--- config.mk ---
export PLATFORM = sky130hd
export DESIGN_NAME = btb_nfa_predictor
export DESIGN_NICKNAME = d
export VERILOG_FILES = /design/src/rtl/btb_pkg.sv /design/src/rtl/btb_dir_next.sv /design/src/rtl/btb_table.sv /design/src/rtl/btb_sat_cnt.sv /design/src/rtl/btb_nfa_predictor.sv
export SDC_FILE = /design/constraint.sdc
export NUM_CORES = 2
export LEC_CHECK = 0
export CORE_ASPECT_RATIO = 0.7
export CORE_MARGIN = 8
export CORE_UTILIZATION = 25
export CTS_CLUSTER_DIAMETER = 80
export CTS_CLUSTER_SIZE = 20
export DETAILED_ROUTE_END_ITERATION = 6
export DONT_BUFFER_PORTS = 1
export PLACE_DENSITY_LB_ADDON = 0.25
export SLEW_MARGIN = 30
export SYNTH_ARGS = -nofsm -noshare
export SYNTH_HDL_FRONTEND = slang
export SYNTH_SLANG_ARGS = --single-unit
--- constraint.sdc ---
create_clock -name clk -period 7.5 [get_ports clk]
set_input_delay 0.75 -clock clk [delete_from_list [all_inputs] [get_ports clk]]
set_output_delay 0.75 -clock clk [all_outputs]
set_load 0.02 [all_outputs]
--- src/rtl/btb_pkg.sv ---
package btb_pkg;
    typedef enum logic [1:0] {
        DIR_STRONG_NT = 2'b00,
        DIR_WEAK_NT   = 2'b01,
        DIR_WEAK_T    = 2'b10,
        DIR_STRONG_T  = 2'b11
    } dir_state_e;
endpackage

--- src/rtl/btb_dir_next.sv ---
module btb_dir_next
    import btb_pkg::*;
(
    input  logic       mode_hyst,
    input  dir_state_e cur,
    input  logic       taken,
    output dir_state_e nxt
);
    always_comb begin
        nxt = cur;
        if (!mode_hyst) begin
            nxt = taken ? DIR_STRONG_T : DIR_STRONG_NT;
        end else begin
            unique case (cur)
                DIR_STRONG_NT: nxt = taken ? DIR_WEAK_NT  : DIR_STRONG_NT;
                DIR_WEAK_NT:   nxt = taken ? DIR_WEAK_T   : DIR_STRONG_NT;
                DIR_WEAK_T:    nxt = taken ? DIR_STRONG_T : DIR_WEAK_NT;
                DIR_STRONG_T:  nxt = taken ? DIR_STRONG_T : DIR_WEAK_T;
                default:       nxt = DIR_WEAK_T;
            endcase
        end
    end
endmodule

--- src/rtl/btb_table.sv ---
module btb_table
    import btb_pkg::*;
#(
    parameter int PC_W  = 32,
    parameter int IDX_W = 4,
    parameter int OFF   = 2
) (
    input  logic            clk,
    input  logic            rst_n,
    input  logic            mode_hyst,
    input  logic [PC_W-1:0] rd_pc,
    output logic            rd_hit,
    output logic            rd_taken,
    output logic [PC_W-1:0] rd_target,
    input  logic            wr_en,
    input  logic [PC_W-1:0] wr_pc,
    input  logic            wr_taken,
    input  logic [PC_W-1:0] wr_target
);
    localparam int N     = 1 << IDX_W;
    localparam int TAG_W = PC_W - IDX_W - OFF;

    logic [N-1:0]     valid_q;
    logic [TAG_W-1:0] tag_q [N];
    logic [PC_W-1:0]  tgt_q [N];
    dir_state_e       st_q  [N];

    logic [IDX_W-1:0] rd_idx, wr_idx;
    logic [TAG_W-1:0] rd_tag, wr_tag;
    logic             rd_aligned, wr_aligned, wr_hit;
    dir_state_e       wr_cur, wr_nxt;

    assign rd_idx     = rd_pc[OFF +: IDX_W];
    assign rd_tag     = rd_pc[PC_W-1 -: TAG_W];
    assign rd_aligned = (rd_pc[OFF-1:0] == '0);
    assign rd_hit     = valid_q[rd_idx] && (tag_q[rd_idx] == rd_tag) && rd_aligned;
    assign rd_taken   = rd_hit && st_q[rd_idx][1];
    assign rd_target  = tgt_q[rd_idx];

    assign wr_idx     = wr_pc[OFF +: IDX_W];
    assign wr_tag     = wr_pc[PC_W-1 -: TAG_W];
    assign wr_aligned = (wr_pc[OFF-1:0] == '0);
    assign wr_hit     = valid_q[wr_idx] && (tag_q[wr_idx] == wr_tag) && wr_aligned;
    assign wr_cur     = wr_hit ? st_q[wr_idx] : DIR_WEAK_T;

    btb_dir_next u_next (
        .mode_hyst (mode_hyst),
        .cur       (wr_cur),
        .taken     (wr_taken),
        .nxt       (wr_nxt)
    );

    always_ff @(posedge clk) begin
        if (!rst_n) begin
            valid_q <= '0;
            for (int i = 0; i < N; i++) begin
                tag_q[i] <= '0;
                tgt_q[i] <= '0;
                st_q[i]  <= DIR_WEAK_T;
            end
        end else if (wr_en && wr_aligned) begin
            if (wr_hit) begin
                st_q[wr_idx] <= wr_nxt;
                if (wr_taken) tgt_q[wr_idx] <= wr_target;
            end else if (wr_taken) begin
                valid_q[wr_idx] <= 1'b1;
                tag_q[wr_idx]   <= wr_tag;
                tgt_q[wr_idx]   <= wr_target;
                st_q[wr_idx]    <= wr_nxt;
            end
        end
    end

    p_nt_miss_no_alloc_r3: assert property (@(posedge clk) disable iff (!rst_n)
        (wr_en && !wr_hit && !wr_taken) |=> (valid_q == $past(valid_q)));

    p_taken_alloc_r3: assert property (@(posedge clk) disable iff (!rst_n)
        (wr_en && wr_aligned && wr_taken) |=> valid_q[$past(wr_idx)]);

    p_strong_t_holds_r6: assert property (@(posedge clk) disable iff (!rst_n)
        (wr_en && wr_hit && mode_hyst && !wr_taken && st_q[wr_idx] == DIR_STRONG_T)
        |=> st_q[$past(wr_idx)][1]);

    p_strong_nt_holds_r6: assert property (@(posedge clk) disable iff (!rst_n)
        (wr_en && wr_hit && mode_hyst && wr_taken && st_q[wr_idx] == DIR_STRONG_NT)
        |=> !st_q[$past(wr_idx)][1]);

    p_last_outcome_r5: assert property (@(posedge clk) disable iff (!rst_n)
        (wr_en && wr_aligned && (wr_hit || wr_taken) && !mode_hyst)
        |=> (st_q[$past(wr_idx)][1] == $past(wr_taken)));
endmodule

--- src/rtl/btb_sat_cnt.sv ---
module btb_sat_cnt #(
    parameter int W = 8
) (
    input  logic         clk,
    input  logic         rst_n,
    input  logic         inc,
    output logic [W-1:0] cnt
);
    localparam logic [W-1:0] MAX = '1;

    always_ff @(posedge clk) begin
        if (!rst_n)                 cnt <= '0;
        else if (inc && cnt != MAX) cnt <= cnt + 1'b1;
    end

    p_sat_hold_r10: assert property (@(posedge clk) disable iff (!rst_n)
        (cnt == MAX) |=> (cnt == MAX));

    p_no_decrease_r10: assert property (@(posedge clk) disable iff (!rst_n)
        !inc |=> (cnt == $past(cnt)));
endmodule

--- src/rtl/btb_nfa_predictor.sv ---
module btb_nfa_predictor #(
    parameter int PC_W       = 32,
    parameter int IDX_W      = 4,
    parameter int INST_BYTES = 4,
    parameter int CNT_W      = 8
) (
    input  logic             clk,
    input  logic             rst_n,
    input  logic             mode_hyst,
    input  logic             fetch_valid,
    input  logic [PC_W-1:0]  fetch_pc,
    output logic             pred_hit,
    output logic             pred_taken,
    output logic [PC_W-1:0]  next_pc,
    input  logic             upd_valid,
    input  logic [PC_W-1:0]  upd_pc,
    input  logic             upd_taken,
    input  logic [PC_W-1:0]  upd_target,
    input  logic             upd_mispred,
    output logic [CNT_W-1:0] cnt_lookup,
    output logic [CNT_W-1:0] cnt_hit,
    output logic [CNT_W-1:0] cnt_mispred
);
    localparam int NUM_CNT = 3;
    localparam int OFF     = $clog2(INST_BYTES);
    localparam logic [CNT_W-1:0] CMAX = '1;

    logic [PC_W-1:0]  stored_target;
    logic [NUM_CNT-1:0] inc_vec;
    logic [CNT_W-1:0] cnt_arr [NUM_CNT];

    btb_table #(.PC_W(PC_W), .IDX_W(IDX_W), .OFF(OFF)) u_table (
        .clk       (clk),
        .rst_n     (rst_n),
        .mode_hyst (mode_hyst),
        .rd_pc     (fetch_pc),
        .rd_hit    (pred_hit),
        .rd_taken  (pred_taken),
        .rd_target (stored_target),
        .wr_en     (upd_valid),
        .wr_pc     (upd_pc),
        .wr_taken  (upd_taken),
        .wr_target (upd_target)
    );

    assign next_pc = pred_taken ? stored_target : fetch_pc + PC_W'(INST_BYTES);

    assign inc_vec = {upd_valid && upd_mispred, fetch_valid && pred_hit, fetch_valid};

    for (genvar g = 0; g < NUM_CNT; g++) begin : g_cnt
        btb_sat_cnt #(.W(CNT_W)) u_cnt (
            .clk   (clk),
            .rst_n (rst_n),
            .inc   (inc_vec[g]),
            .cnt   (cnt_arr[g])
        );
    end

    assign cnt_lookup  = cnt_arr[0];
    assign cnt_hit     = cnt_arr[1];
    assign cnt_mispred = cnt_arr[2];

    p_hit_count_r10: assert property (@(posedge clk) disable iff (!rst_n)
        (fetch_valid && pred_hit && cnt_hit != CMAX) |=> (cnt_hit == $past(cnt_hit) + 1'b1));
endmodule

### Word level (Yosys, flattened, before mapping)

Memories as Yosys holds them, arrays and structs flattened.
Index checks and enable logic that the tools add are counted.

| operators by class | value |
|---|---|
| add/sub/neg operators | 4 |
| $lt $le $gt $ge | 3 |
| equality and inequality tests | 8 |
| muxes and demuxes | 40 |
| bitwise operators | 4 |
| reductions and logical operators | 19 |

Operators with widths:

| kind | number |
|---|---|
| two-way mux 32 bit | 3 |
| equality test 26 bit | 2 |
| adder 32 x 3 -> 32 bit (second input constant) | 1 |
| OR reduction 32 bit | 1 |
| two-way mux 26 bit | 1 |
| OR reduction 26 bit | 1 |
| adder 8 x 1 -> 8 bit (second input constant) | 3 |
| inequality test 8 bit (second input constant) | 3 |
| two-way mux 1 bit | 22 |
| OR 16 bit | 1 |
| two-way mux 2 bit | 7 |
| logical AND 1 bit | 12 |
| two-way mux 4 bit | 3 |
| less-than comparator 4 x 5 -> 1 bit (second input constant) | 2 |
| binary-select mux 1 bit (select 4 bit) | 2 |
| one-hot mux 2 bit (4 select lines) | 1 |
| logical NOT 2 bit | 3 |
| demux 1 bit (select 4 bit) | 1 |
| equality test 2 bit (second input constant) | 2 |
| >= comparator 4 x 1 -> 1 bit (second input constant) | 1 |
| AND reduction 3 bit | 1 |
| equality test 2 x 1 -> 1 bit (second input constant) | 1 |
| OR 1 bit | 2 |
| OR reduction 2 bit | 1 |
| NOT 1 bit | 1 |

| storage, ports and cells | value |
|---|---|
| register bits | 40 |
| bits in writable memories | 960 |
| input bits | 103 |
| output and inout port bits | 58 |
| word-level logic and storage cells | 85 |
| memories kept | 3 |

Memory list:

| memory | words | width | rd ports | clocked after memory_dff | write ports | RTL line | source |
|---|---|---|---|---|---|---|---|
| u_table.tgt_q | 16 | 32 | 1 | 0 | 16 | btb_table.sv:25 | `logic [PC_W-1:0] tgt_q [N];` |
| u_table.tag_q | 16 | 26 | 2 | 0 | 16 | btb_table.sv:24 | `logic [TAG_W-1:0] tag_q [N];` |
| u_table.st_q | 16 | 2 | 2 | 0 | 16 | btb_table.sv:26 | `dir_state_e st_q [N];` |

### Depth between registers and ports, before layout

| logic depth | value |
|---|---|
| word-level depth | 11 |
| mapped depth | 17 |
| gate-level depth less buffers | 9 |

### Cells and area by module

Synthesis repeated with hierarchy kept, for this count alone.

| second synthesis, totals | value |
|---|---|
| cells, all modules | 3441 |
| area, all modules | 50697.4 um^2 |

Modules (own cells, without submodules):

| module | instances | cells each | area each (um^2) | sequential area each (um^2) |
|---|---|---|---|---|
| btb_table | 1 | 3136 | 48500.3 | 29148.0 |
| btb_sat_cnt | 3 | 47 | 404.1 | 160.2 |
| btb_nfa_predictor | 1 | 157 | 950.9 | 0.0 |
| btb_dir_next | 1 | 7 | 33.8 | 0.0 |

### Worst setup path after synthesis

No wires, ideal clock.

| path | value |
|---|---|
| path kind | input-to-reg |
| start point | input upd_pc[3] |
| end point | memory u_table.tag_q[8][0] (netlist name), enable pin |
| library setup time | 0.445 ns |
| arrival time | 4.996 ns |
| required time | 7.055 ns |
| path slack | 2.059 ns |
| stages | 15 |
| buffers on the path | 7 |
| cell sequence | buf_2 buf_4 buf_4 buf_2 mux4_2 mux2i_1 a21oi_1 nand3_1 o31a_1 nor2_1 and4_1 buf_2 buf_6 buf_2 o21ai_0 |

RTL lines:

| element | RTL line | source |
|---|---|---|
| start, declared | btb_nfa_predictor.sv:16 | `input logic [PC_W-1:0] upd_pc,` |
| end, declared | btb_table.sv:24 |  |

### Worst setup path in the final report

| path | value |
|---|---|
| start point | input fetch_pc[3] |
| end point | output next_pc[2] |

| on the way | value |
|---|---|
| cells in the longest elaborated chain, start to end | 6 |
| elaborated cells between the ends (all ways) | 10 |
| those cells by class | 1 x eq/ne; 3 x mux; 3 x reduce/logical; 3 x memory |

RTL lines:

| element | RTL line | source |
|---|---|---|
| start, declared | btb_nfa_predictor.sv:11 | `input logic [PC_W-1:0] fetch_pc,` |
| memory (16 x 26 bit) / binary-select mux 1 bit (select 4 bit) (equally long branches) | -- |  |
| equality test 26 bit / two-way mux 1 bit (equally long branches) | btb_table.sv:36 | `assign rd_hit = valid_q[rd_idx] && (tag_q[rd_idx] == rd_tag) && rd_aligned;` |
| logical AND 1 bit (2 in a row) | btb_table.sv:36 |  |
| logical AND 1 bit | btb_table.sv:37 | `assign rd_taken = rd_hit && st_q[rd_idx][1];` |
| two-way mux 32 bit * | btb_nfa_predictor.sv:46 | `assign next_pc = pred_taken ? stored_target : fetch_pc + PC_W'(INST_BYTES);` |
| end, declared | btb_nfa_predictor.sv:14 | `output logic [PC_W-1:0] next_pc,` |

Mark *: on every way between the ends. The rest lies on a longest branch, timed or not. The select of a mux whose other input is x is not followed.

==> metrics.txt <==
# TYPE chip_impl_metric gauge
chip_impl_metric{name="netlist_instances",unit=""} 3533
chip_impl_metric{name="drtAntennaViolNets",unit=""} 0
chip_impl_metric{name="fp.coreArea",unit="um^2"} 204000
chip_impl_metric{name="io_pins",unit=""} 161
chip_impl_metric{name="final_setup_vio_count",unit=""} 0
chip_impl_metric{name="num_vias",unit=""} 31712
chip_impl_metric{name="num-fill-cells",unit=""} 20528
chip_impl_metric{name="postCtsResizedCells",unit=""} 0
chip_impl_metric{name="synth_fp_nets",unit=""} 3640
chip_impl_metric{name="insertion_delay",unit="ps"} 730
chip_impl_metric{name="synth_sequential_area_ratio",unit="%"} 57.9
chip_impl_info{name="crit_type",value="primary input to primary output"} 1
chip_impl_metric{name="finalWorstSetupSlack",unit="ps"} 1560
chip_impl_info{name="yosys-top-cells-area",value="sky130_fd_sc_hd__edfxtp_1 56%, sky130_fd_sc_hd__mux4_2 15%, sky130_fd_sc_hd__and2_1 8.1%, sky130_fd_sc_hd__mux2i_1 3.2%, sky130_fd_sc_hd__and3_1 1.7%"} 1
chip_impl_metric{name="hpwl",unit="um"} 126000
chip_impl_metric{name="final_layout_size_suffix_gt1_share",unit="%"} 19.0
chip_impl_metric{name="placed_cells",unit=""} 6021
chip_impl_metric{name="syn-mean-instance-area",unit="um^2"} 14.5
chip_impl_metric{name="finish.net_count",unit=""} 3457
chip_impl_metric{name="ir_drop",unit="mV"} 0.156
chip_impl_metric{name="worstPathMaxFanout",unit=""} 236
chip_impl_metric{name="worst-endpoint-arrival",unit="ps"} 5190
chip_impl_metric{name="cts-buffers-inserted",unit=""} 76
chip_impl_metric{name="synth_top_cell_area_share",unit="%"} 56.4
chip_impl_metric{name="cts_num_sinks",unit=""} 1000
chip_impl_metric{name="max-clock-path-buffers",unit=""} 3
chip_impl_metric{name="maxCapViolCount",unit=""} 0
chip_impl_info{name="grt_setup_unrepaired",value="false"} 1
chip_impl_metric{name="postCtsSetupBuffers",unit=""} 0
chip_impl_metric{name="highest_clock_frequency_the_design_can_meet",unit="MHz"} 168
chip_impl_info{name="post-synth-top-count-cell",value="sky130_fd_sc_hd__edfxtp_1"} 1
chip_impl_metric{name="drt-total-wl",unit="um"} 197000
chip_impl_metric{name="part_of_the_cycle_the_worst_path_needs",unit="%"} 79.1
chip_impl_info{name="clk_root_buffer_cell",value="sky130_fd_sc_hd__clkbuf_16"} 1
chip_impl_metric{name="final_hold_viol_count",unit=""} 0
chip_impl_info{name="yosys_most_used_dff",value="sky130_fd_sc_hd__edfxtp_1"} 1
chip_impl_metric{name="cp_data_required_time",unit="ps"} 6750
chip_impl_metric{name="synth-edff-count",unit=""} 960
chip_impl_metric{name="slew-limit-headroom",unit="%"} 27.9
chip_impl_info{name="yosysTopAreaCell",value="sky130_fd_sc_hd__edfxtp_1"} 1
chip_impl_info{name="critPathLaunchType",value="primary input"} 1
chip_impl_metric{name="std_cell_rows",unit=""} 139
chip_impl_metric{name="drt_pre_antenna_iters",unit=""} 6
chip_impl_info{name="startpoint",value="fetch_pc[3]"} 1
chip_impl_metric{name="port-buffer-count",unit=""} 0
chip_impl_metric{name="global_route_wire_length_before_repair",unit="um"} 270000
chip_impl_metric{name="asyncSetResetFlopFracSynth",unit="%"} 0
chip_impl_info{name="netlist_top_cells_count",value="960 x sky130_fd_sc_hd__edfxtp_1, 660 x sky130_fd_sc_hd__and2_1, 337 x sky130_fd_sc_hd__mux4_2"} 1
chip_impl_metric{name="avgViaCountPerCell",unit=""} 5.15
chip_impl_info{name="run_status",value="completed"} 1
chip_impl_metric{name="die_area",unit="um^2"} 220000
chip_impl_metric{name="tightestPinTransition",unit="ps"} 1080
chip_impl_metric{name="globalplace.congestion",unit=""} 0.929
chip_impl_metric{name="avgRoutedWirePerCell",unit="um"} 32.0
chip_impl_info{name="holdCritPathClass",value="primary input to register"} 1
chip_impl_metric{name="timing_max_transition_violations_final",unit=""} 0
chip_impl_info{name="hold_path.startpoint",value="upd_pc[24]"} 1
chip_impl_metric{name="cts_htree_levels",unit=""} 3
chip_impl_metric{name="initial_utilization",unit="%"} 25.1
chip_impl_metric{name="power.density_cell_area",unit="nW/um^2"} 212
chip_impl_info{name="setup.worst_path.end_class",value="primary output"} 1
chip_impl_metric{name="clock-skew-final",unit="ps"} 51.2
chip_impl_metric{name="yosysUniqueCellTypes",unit=""} 75
chip_impl_metric{name="grt_antenna_before_repair",unit=""} 28
chip_impl_metric{name="dieWidth",unit="um"} 557
chip_impl_metric{name="finalNonFillerCells",unit=""} 6157
chip_impl_metric{name="ys_warn_count",unit=""} 0
chip_impl_metric{name="synthToLayoutAreaGrowth",unit="%"} 10.8
chip_impl_metric{name="postCtsHoldBufs",unit=""} 0
chip_impl_metric{name="post_synth_instance_area",unit="um^2"} 51200
chip_impl_metric{name="synth-seq-cells",unit=""} 1000
chip_impl_metric{name="gr-total-overflow",unit=""} 0
chip_impl_metric{name="grt_pass1_vias",unit=""} 30648
chip_impl_metric{name="post-place-ws",unit="ps"} 2050
chip_impl_metric{name="period_minus_slack",unit="ps"} 5940
chip_impl_metric{name="clock_transition_at_the_registers_of_the_reported_paths",unit="ps"} 90
chip_impl_metric{name="global_route.usage.total",unit="%"} 17.4
chip_impl_metric{name="pin_count_of_the_biggest_net_entering_global_routing",unit=""} 237
chip_impl_metric{name="drc",unit=""} 0
chip_impl_metric{name="power.static_leakage",unit="nW"} 19.0
chip_impl_metric{name="drc_violation_total_after_the_first_tritonroute_iteration",unit=""} 4336
chip_impl_info{name="tritoncts",value="yes"} 1
chip_impl_metric{name="die_h",unit="um"} 394
chip_impl_info{name="rr_startpoint",value="u_table.tag_q[2][14]$_SDFFCE_PN0P_"} 1
chip_impl_metric{name="fin_util",unit="%"} 27.8
chip_impl_metric{name="fin_tns_setup",unit="ps"} 0
layout make-up:
cell class,instances,area [um^2],area share [%]
multi-input cells,2154,20100,35.5
clock buffers,84,1980,3.50
repair buffers,87,831,1.47
flip-flops and latches,1000,29600,52.2
inverters,31,119,0.210
clock inverters,43,538,0.949
diodes,9,22.5,0.0397
well taps,2749,3440,6.07
final timing paths:
path	cells past startpoint	to	slack [ps]
setup / recovery	10	next_pc[2]	1560
hold / removal	1	u_table.tag_q[12][18]$_SDFFCE_PN0P_	220
setup reg to reg	11	u_table.tag_q[3][24]$_SDFFCE_PN0P_	2320
hold reg to reg	1	u_table.valid_q[12]$_SDFFE_PN0N_	490
per-layer routing:
layer  share of wire [%]  global-route usage (%)  vias up
met5               0.022                       0        -
met4                 2.9                    4.41        6
met3                  10                    4.93      229
met2                  43                    25.7     1518
met1                  44                    25.0    16833
li1                    -                       -    13126
critical path: stages:
cell                       delay, ps
sky130_fd_sc_hd__and2b_1         650
sky130_fd_sc_hd__a22o_1          340
sky130_fd_sc_hd__o21a_1          180
sky130_fd_sc_hd__nor4_1          790
sky130_fd_sc_hd__and3_1          350
sky130_fd_sc_hd__o221ai_1        160
sky130_fd_sc_hd__or4_1           690
sky130_fd_sc_hd__nor2b_4         260
sky130_fd_sc_hd__buf_16          200
sky130_fd_sc_hd__mux2i_1         470
flip-flops by register name, indices dropped and copies added, names as in the netlist:
register / cells
u_table.tgt_q: 512
u_table.tag_q: 416
u_table.st_q: 32
g_cnt.u_cnt.cnt: 24
u_table.valid_q: 16
power breakdown:
| group | internal [W] | switching (W) | total [W] |
|---|---|---|---|
| registers | 0.00637 | 0.000127 | 0.00649 |
| logic | 0.000480 | 0.000626 | 0.00111 |
| clock network | 0.00208 | 0.00232 | 0.00440 |
through the flow:
step / hold slack [ps] / area [um^2] / power (W)
6_report: 218 / 56700 / 0.0120
5_1_grt: 171 / 56700 / 0.0123
4_1_cts: 159 / 56700 / 0.0121
3_5_place_dp: 457 / 54200 / 0.00771
3_3_place_gp: 452 / 53900 / 0.00771
2_1_floorplan: 438 / 51200 / 0.00740
cells in the final DEF (no fill, tap or decap), types with 8 or more instances in the layout:
master | synthesis | final
sky130_fd_sc_hd__a21oi_1 | 29 | 28
sky130_fd_sc_hd__diode_2 | 0 | 9
sky130_fd_sc_hd__nand4_1 | 9 | 9
sky130_fd_sc_hd__nor2_1 | 63 | 44
sky130_fd_sc_hd__o221ai_1 | 8 | 8
sky130_fd_sc_hd__nand3_1 | 61 | 61
sky130_fd_sc_hd__a22oi_1 | 34 | 34
sky130_fd_sc_hd__clkinv_8 | 0 | 9
sky130_fd_sc_hd__nor2_4 | 0 | 23
sky130_fd_sc_hd__xor2_1 | 30 | 30
sky130_fd_sc_hd__a22o_1 | 11 | 11
sky130_fd_sc_hd__a21o_1 | 19 | 19
sky130_fd_sc_hd__clkinv_1 | 6 | 8
sky130_fd_sc_hd__nand2_2 | 0 | 13
sky130_fd_sc_hd__o21ai_1 | 12 | 13
sky130_fd_sc_hd__mux2_1 | 32 | 32
sky130_fd_sc_hd__inv_1 | 23 | 21
sky130_fd_sc_hd__and2_1 | 660 | 660
sky130_fd_sc_hd__mux4_2 | 337 | 337
sky130_fd_sc_hd__o21ai_0 | 39 | 22
sky130_fd_sc_hd__o21ai_4 | 0 | 16
sky130_fd_sc_hd__nor4_1 | 18 | 16
sky130_fd_sc_hd__dfxtp_1 | 40 | 40
sky130_fd_sc_hd__clkbuf_16 | 0 | 78
sky130_fd_sc_hd__o22ai_1 | 16 | 16
sky130_fd_sc_hd__nand2b_1 | 9 | 8
sky130_fd_sc_hd__and3_1 | 143 | 142
sky130_fd_sc_hd__mux2i_1 | 165 | 164
sky130_fd_sc_hd__mux2_2 | 17 | 17
sky130_fd_sc_hd__nor2b_1 | 12 | 8
sky130_fd_sc_hd__xnor2_1 | 59 | 59
sky130_fd_sc_hd__buf_4 | 32 | 77
sky130_fd_sc_hd__nor3_1 | 170 | 167
sky130_fd_sc_hd__nor2_2 | 12 | 8
sky130_fd_sc_hd__nand2_1 | 93 | 78
sky130_fd_sc_hd__or3_1 | 8 | 8
sky130_fd_sc_hd__edfxtp_1 | 960 | 960
logic make-up (layout without fill, tap and decap cells):
kind of cell / after synthesis / count (layout) / share of synthesized area [%]
AO/OA/AOI/OAI: 230 / 230 / 3.11
XOR/XNOR: 89 / 89 / 1.52
adder cells (fa/ha/maj): 4 / 4 / 0.0978
buffers and inverters: 379 / 245 / 3.61
flip-flops: 1000 / 1000 / 57.9
multiplexers: 556 / 556 / 19.4
other: 0 / 9 / 0
AND/OR/NAND/NOR: 1275 / 1275 / 14.3
No activity file was read; power rests on OpenSTA's default activity.
